File: src/rtl/hp_row_pkg.sv
package hp_row_pkg;
  localparam int CELL_W = 14;
  localparam int FONT_W = 8;
  localparam int WORD_W = 16;
  localparam logic [WORD_W-1:0] LEFT_MASK  = 16'h3FC0;
  localparam logic [WORD_W-1:0] RIGHT_MASK = 16'h003E;

  typedef struct packed {
    logic cursor;
    logic blank;
    logic invert;
  } cell_attr_t;
endpackage

File: src/rtl/hp_dot_timer.sv
module hp_dot_timer #(
  parameter int CELL = 14
) (
  input  logic clk,
  input  logic rst_n,
  output logic accept_slot,
  output logic load_slot
);
  localparam int CNT_W = $clog2(CELL);
  logic [CNT_W-1:0] cnt;

  always_ff @(posedge clk or negedge rst_n) begin
    if (!rst_n) cnt <= '0;
    else if (cnt == CNT_W'(CELL-1)) cnt <= '0;
    else cnt <= cnt + 1'b1;
  end

  assign accept_slot = rst_n && (cnt == CNT_W'(CELL-3));
  assign load_slot   = (cnt == CNT_W'(CELL-1));
endmodule

File: src/rtl/hp_glyph_expand.sv
module hp_glyph_expand
  import hp_row_pkg::*;
(
  input  logic [FONT_W-1:0] font,
  input  cell_attr_t        attr,
  output logic [CELL_W-1:0] pattern
);
  logic [WORD_W-1:0] dbl;
  logic [WORD_W-1:0] left_part;
  logic [WORD_W-1:0] right_part;
  logic [CELL_W-1:0] glyph;
  logic [CELL_W-1:0] shaped;

  assign dbl[1:0] = 2'b00;
  assign dbl[WORD_W-1:WORD_W-2] = 2'b00;
  for (genvar k = 2; k < FONT_W; k++) begin : g_double
    assign dbl[2*k-1] = font[k];
    assign dbl[2*k-2] = font[k];
  end

  always_comb begin
    left_part  = (font[1] ? dbl : (dbl >> 1)) & LEFT_MASK;
    right_part = (font[0] ? dbl : (dbl >> 1)) & RIGHT_MASK;
    glyph      = CELL_W'(left_part | right_part);
    if (attr.cursor)     shaped = '1;
    else if (attr.blank) shaped = '0;
    else                 shaped = glyph;
    pattern = attr.invert ? ~shaped : shaped;
  end
endmodule

File: src/rtl/hp_row_shifter.sv
module hp_row_shifter #(
  parameter int CELL = 14
) (
  input  logic            clk,
  input  logic            rst_n,
  input  logic            load,
  input  logic            load_valid,
  input  logic [CELL-1:0] pattern,
  output logic            dot,
  output logic            dot_valid
);
  logic [CELL-1:0] sh;

  always_ff @(posedge clk or negedge rst_n) begin
    if (!rst_n) begin
      sh        <= '0;
      dot_valid <= 1'b0;
    end else if (load) begin
      sh        <= load_valid ? pattern : '0;
      dot_valid <= load_valid;
    end else begin
      sh        <= {sh[CELL-2:0], 1'b0};
    end
  end

  assign dot = sh[CELL-1];
endmodule

File: src/rtl/hp_row_serializer.sv
module hp_row_serializer
  import hp_row_pkg::*;
#(
  parameter int CODE_W = 8,
  parameter int LINE_W = 4
) (
  input  logic                clk,
  input  logic                rst_n,
  input  logic                in_valid,
  output logic                in_ready,
  input  logic [CODE_W-1:0]   in_code,
  input  logic [LINE_W-1:0]   in_line,
  input  logic                in_suppress,
  input  logic                in_cursor,
  input  logic                in_reverse,
  output logic [CODE_W+2:0]   font_addr,
  input  logic [FONT_W-1:0]   font_data,
  output logic                pix_out,
  output logic                pix_valid
);
  localparam int ADDR_W = CODE_W + 3;

  logic       accept_slot;
  logic       load_slot;
  logic       take;
  logic       pending;
  cell_attr_t attr_q;
  logic [CELL_W-1:0] pattern;

  hp_dot_timer #(.CELL(CELL_W)) u_timer (
    .clk         (clk),
    .rst_n       (rst_n),
    .accept_slot (accept_slot),
    .load_slot   (load_slot)
  );

  assign in_ready = accept_slot;
  assign take     = in_valid && accept_slot;

  always_ff @(posedge clk or negedge rst_n) begin
    if (!rst_n) begin
      font_addr <= '0;
      attr_q    <= '0;
      pending   <= 1'b0;
    end else if (take) begin
      font_addr     <= ADDR_W'({in_code, in_line[2:0]});
      attr_q.cursor <= in_cursor;
      attr_q.blank  <= in_suppress | in_line[3];
      attr_q.invert <= in_reverse;
      pending       <= 1'b1;
    end else if (load_slot) begin
      pending <= 1'b0;
    end
  end

  hp_glyph_expand u_expand (
    .font    (font_data),
    .attr    (attr_q),
    .pattern (pattern)
  );

  hp_row_shifter #(.CELL(CELL_W)) u_shift (
    .clk        (clk),
    .rst_n      (rst_n),
    .load       (load_slot),
    .load_valid (pending),
    .pattern    (pattern),
    .dot        (pix_out),
    .dot_valid  (pix_valid)
  );
endmodule

File: config.mk
export PLATFORM = sky130hd
export DESIGN_NAME = hp_row_serializer
export DESIGN_NICKNAME = d
export VERILOG_FILES = /design/src/rtl/hp_row_pkg.sv /design/src/rtl/hp_dot_timer.sv /design/src/rtl/hp_glyph_expand.sv /design/src/rtl/hp_row_shifter.sv /design/src/rtl/hp_row_serializer.sv
export SDC_FILE = /design/constraint.sdc
export NUM_CORES = 1
export LEC_CHECK = 0
export BUFFER_PORTS_ARGS = -buffer_cell sky130_fd_sc_hd__buf_2
export CAP_MARGIN = 15
export CORE_MARGIN = 5
export CORE_UTILIZATION = 52
export DETAILED_ROUTE_END_ITERATION = 8
export PLACE_DENSITY_LB_ADDON = 0.08
export SLEW_MARGIN = 25
export SYNTH_ARGS = -nofsm -noshare
export SYNTH_HDL_FRONTEND = slang
export SYNTH_HIERARCHICAL = 1
export SYNTH_SLANG_ARGS = --single-unit
File: constraint.sdc
create_clock -name clk -period 2.2 [get_ports clk]
set_clock_uncertainty 0.2 [all_clocks]
set_input_delay 0.11 -clock clk [delete_from_list [all_inputs] [get_ports clk]]
set_output_delay 0.11 -clock clk [all_outputs]
set_load 0.1 [all_outputs]
==> flow_summary.toml <==
[placement]
pre_cts_slack_ps = 350
gp_congestion = 0.757
hpwl_um = 2090
numPortBuffers = 39

[yosys]
synth.avg_cell_area_sq_um = 13.0
ys_ff_latch = 34
postSynthCellCount = 125
yosys_warnings = 6
ys_seq_area_share_pct = 52.3
netlist_area_sq_um = 1630
synth_nets = 151
ys_types = 25

[sta]
tns_ps = 0
min_period_ps = 1960
hold_viol = 0
fmax_mhz = 510
worst_slew_pin_slew_ps = 714
maxSlewViolCount = 0
final.period_utilization_pct = 89.1
slew_headroom_pct = 52.4
finalSetupViolations = 0
finalWorstSetupSlack_ps = 239
grt_setup_unrepaired = "no"

[grt]
grtUsageTotal_pct = 16.3
grtUsageMet1_pct = 19.0
grt-ovfl-total = 0
grt_pass1_wl_um = 5380
grt_max_degree = 35
grt-busiest-layer = "met2"
grt_pass1_vias = 1233
grt_antenna_before_repair = 0
met2_usage_pct = 27.8
use_met3_pct = 4.59

[finish]
drive_gt1_share_pct = 40.7
fin_util_pct = 67.6
layout_commonest_cell = "buf_2"
area_growth_pct = 25.7
nNetsFinal = 207
nFillCells = 239
final_cell_mix = "39 x buf_2, 34 x dfrtp_1, 16 x dlygate4sd3_1, 13 x xnor2_1, 13 x a22o_1"
antenna_cells = 0

[job]
cap_violations = 0

[die]
start_util_pct = 53.8
die_h_um = 66.0
io_pins = 40
coreArea_sq_um = 3030
die_x_um = 66.0
fp-row-count = 20
dieArea_sq_um = 4350

[worst_setup_path]
critPathKind = "flip-flop to output port"
cp.arrival_ps = 1650
r2r-start = "u_timer/cnt[1]"
worstPathMaxFanout = 6
crit_buf_inv = 1
cp-end-kind = "output port"
slowest_delay_ps = 440
r2r_end = "attr_q[1]"
cp_slowest_cell = "buf_2"
required_ps = 1890
rrSetupSlack_ps = 310
reg2reg_depth = 5
crit_family = "simple AND/OR/NAND/NOR gates"
path_cells = "nor2b_1, and4_2, buf_2"
start_kind = "flip-flop"

[hold_path]
hold-path-endpoint = "u_shift/sh[4]"
hp-class = "input port to flip-flop"
worstHoldPathCells = 4
min-delay-start = "font_data[3]"

[route]
drtIter0Drc = 46
ant_nets = 0
drc = 0
dr.pass1.iters = 4
wire_per_inst_um = 13.9
vias = 1132
wl_um = 3140
drt-vias-per-instance = 5.01

[power]
total_power_w = 0.00142
power_frac_comb_pct = 25.8
swShare_pct = 33.4
p_per_area_nw_per_um2 = 692
p_clk_share_pct = 25.4
p_leak_nw = 1.02
power_switching_w = 0.000473
ir_worst_vdd_mv = 0.403
power_frac_seq_pct = 48.8
p_int_w = 0.000943

[clock_network]
post_cts_buffers = 0
cts.clk_slew.worst_paths_ps = 100
cts.sinks = 34
numCtsBuffers = 5
cts-root-buf = "clkbuf_4"
cts_tree = "yes"
htree_levels = 2
clock_latency_ps = 330
cts_max_path_buffers = 2

[status]
outcome = "complete, no violations"
==> Yosys cell counts (all sizes together) <==
cell / count / area [sq um]
a22o: 13 / 114
and4b: 1 / 11.3
nand2: 2 / 12.5
xor2: 1 / 8.76
and2: 1 / 8.76
nor2: 2 / 7.51
a31oi: 2 / 12.5
a21oi: 13 / 83.8
and2b: 1 / 7.51
nand3: 1 / 5.00
and4: 1 / 10.0
and3: 1 / 6.26
xnor2: 13 / 114
buf: 7 / 58.8
mux2: 20 / 259
inv: 6 / 22.5
o21ai: 3 / 15.0
dfrtp: 34 / 851
a21o: 1 / 7.51
nor2b: 2 / 12.5
==> through the flow <==
stage | std cells | instance area (sq um) | hold slack, ps
floorplan | 125 | 1630 | -386
global placement | 202 | 1830 | -5.80
detailed placement | 202 | 1830 | -3.15
CTS | 226 | 2050 | 14.6
global route | 226 | 2050 | 21.5
finish | 226 | 2050 | 21.1
==> worst max path at each step <==
stage	from	endpoint	slack [ps]	cells after the start
4_1_cts	u_timer/cnt[1]	in_ready	220	3
3_3_place_gp	u_timer/cnt[1]	attr_q[0]	410	4
2_1_floorplan	u_timer/cnt[2]	font_addr[0]	70	5
6_report	u_timer/cnt[1]	in_ready	240	3
5_1_grt	u_timer/cnt[1]	in_ready	140	3
3_5_place_dp	u_timer/cnt[1]	font_addr[9]	350	4
==> metal layers <==
layer | vias up | share of wire (%)
met5 | - | 0
met4 | 0 | 1.1
met3 | 5 | 6.2
met2 | 35 | 50
met1 | 542 | 43
li1 | 550 | -
==> layout make-up <==
type	instances	area [sq um]	area share, %
multi-input cells	78	696	34.0
clock buffers	7	55.1	2.69
inverters	6	22.5	1.10
flip-flops and latches	34	851	41.6
repair buffers	56	363	17.7
clock inverters	1	5.00	0.244
well taps	44	55.1	2.69
==> power groups by stage <==
| stage | combinational, W | clock, W | sequential (W) |
|---|---|---|---|
| global placement | 0.000338 | 0 | 0.000702 |
| global route | 0.000388 | 0.000395 | 0.000698 |
| CTS | 0.000366 | 0.000371 | 0.000691 |
| detailed placement | 0.000343 | 0 | 0.000703 |
| floorplan | 0.000138 | 0 | 0.000835 |
| finish | 0.000365 | 0.000359 | 0.000691 |
==> logic make-up (layout without fill, tap and decap cells) <==
kind of cell              after synthesis  count (layout)  share of synthesized area [%]
AOI/OAI and AO/OA                      32              32                           14.3
and+or+nand+nor                        12              12                           5.00
xor gates and xnor gates               14              14                           7.53
buffers and inverters                  13              70                           5.00
DFF                                    34              34                           52.3
muxes                                  20              20                           15.9
==> flip-flops by register name, summed over array words and instances (netlist names) <==
signal             flops
attr_q                 3
font_addr             11
pending                1
u_shift/dot_valid      1
u_shift/sh            14
u_timer/cnt            4
==> repair_timing <==
item                                    in CTS  in global routing
endpoints found under the hold margin       48                  0
resized for setup                            0                  0
hold buffers                                16                  0
endpoints found under the setup margin       0                  0
==> tightest hold or removal path, stage by stage <==
cell and delay (ps):
buf_2 90, a21oi_1 70, xnor2_1 130, a22o_1 110
Note: power is estimated with default switching activity, not from simulation.
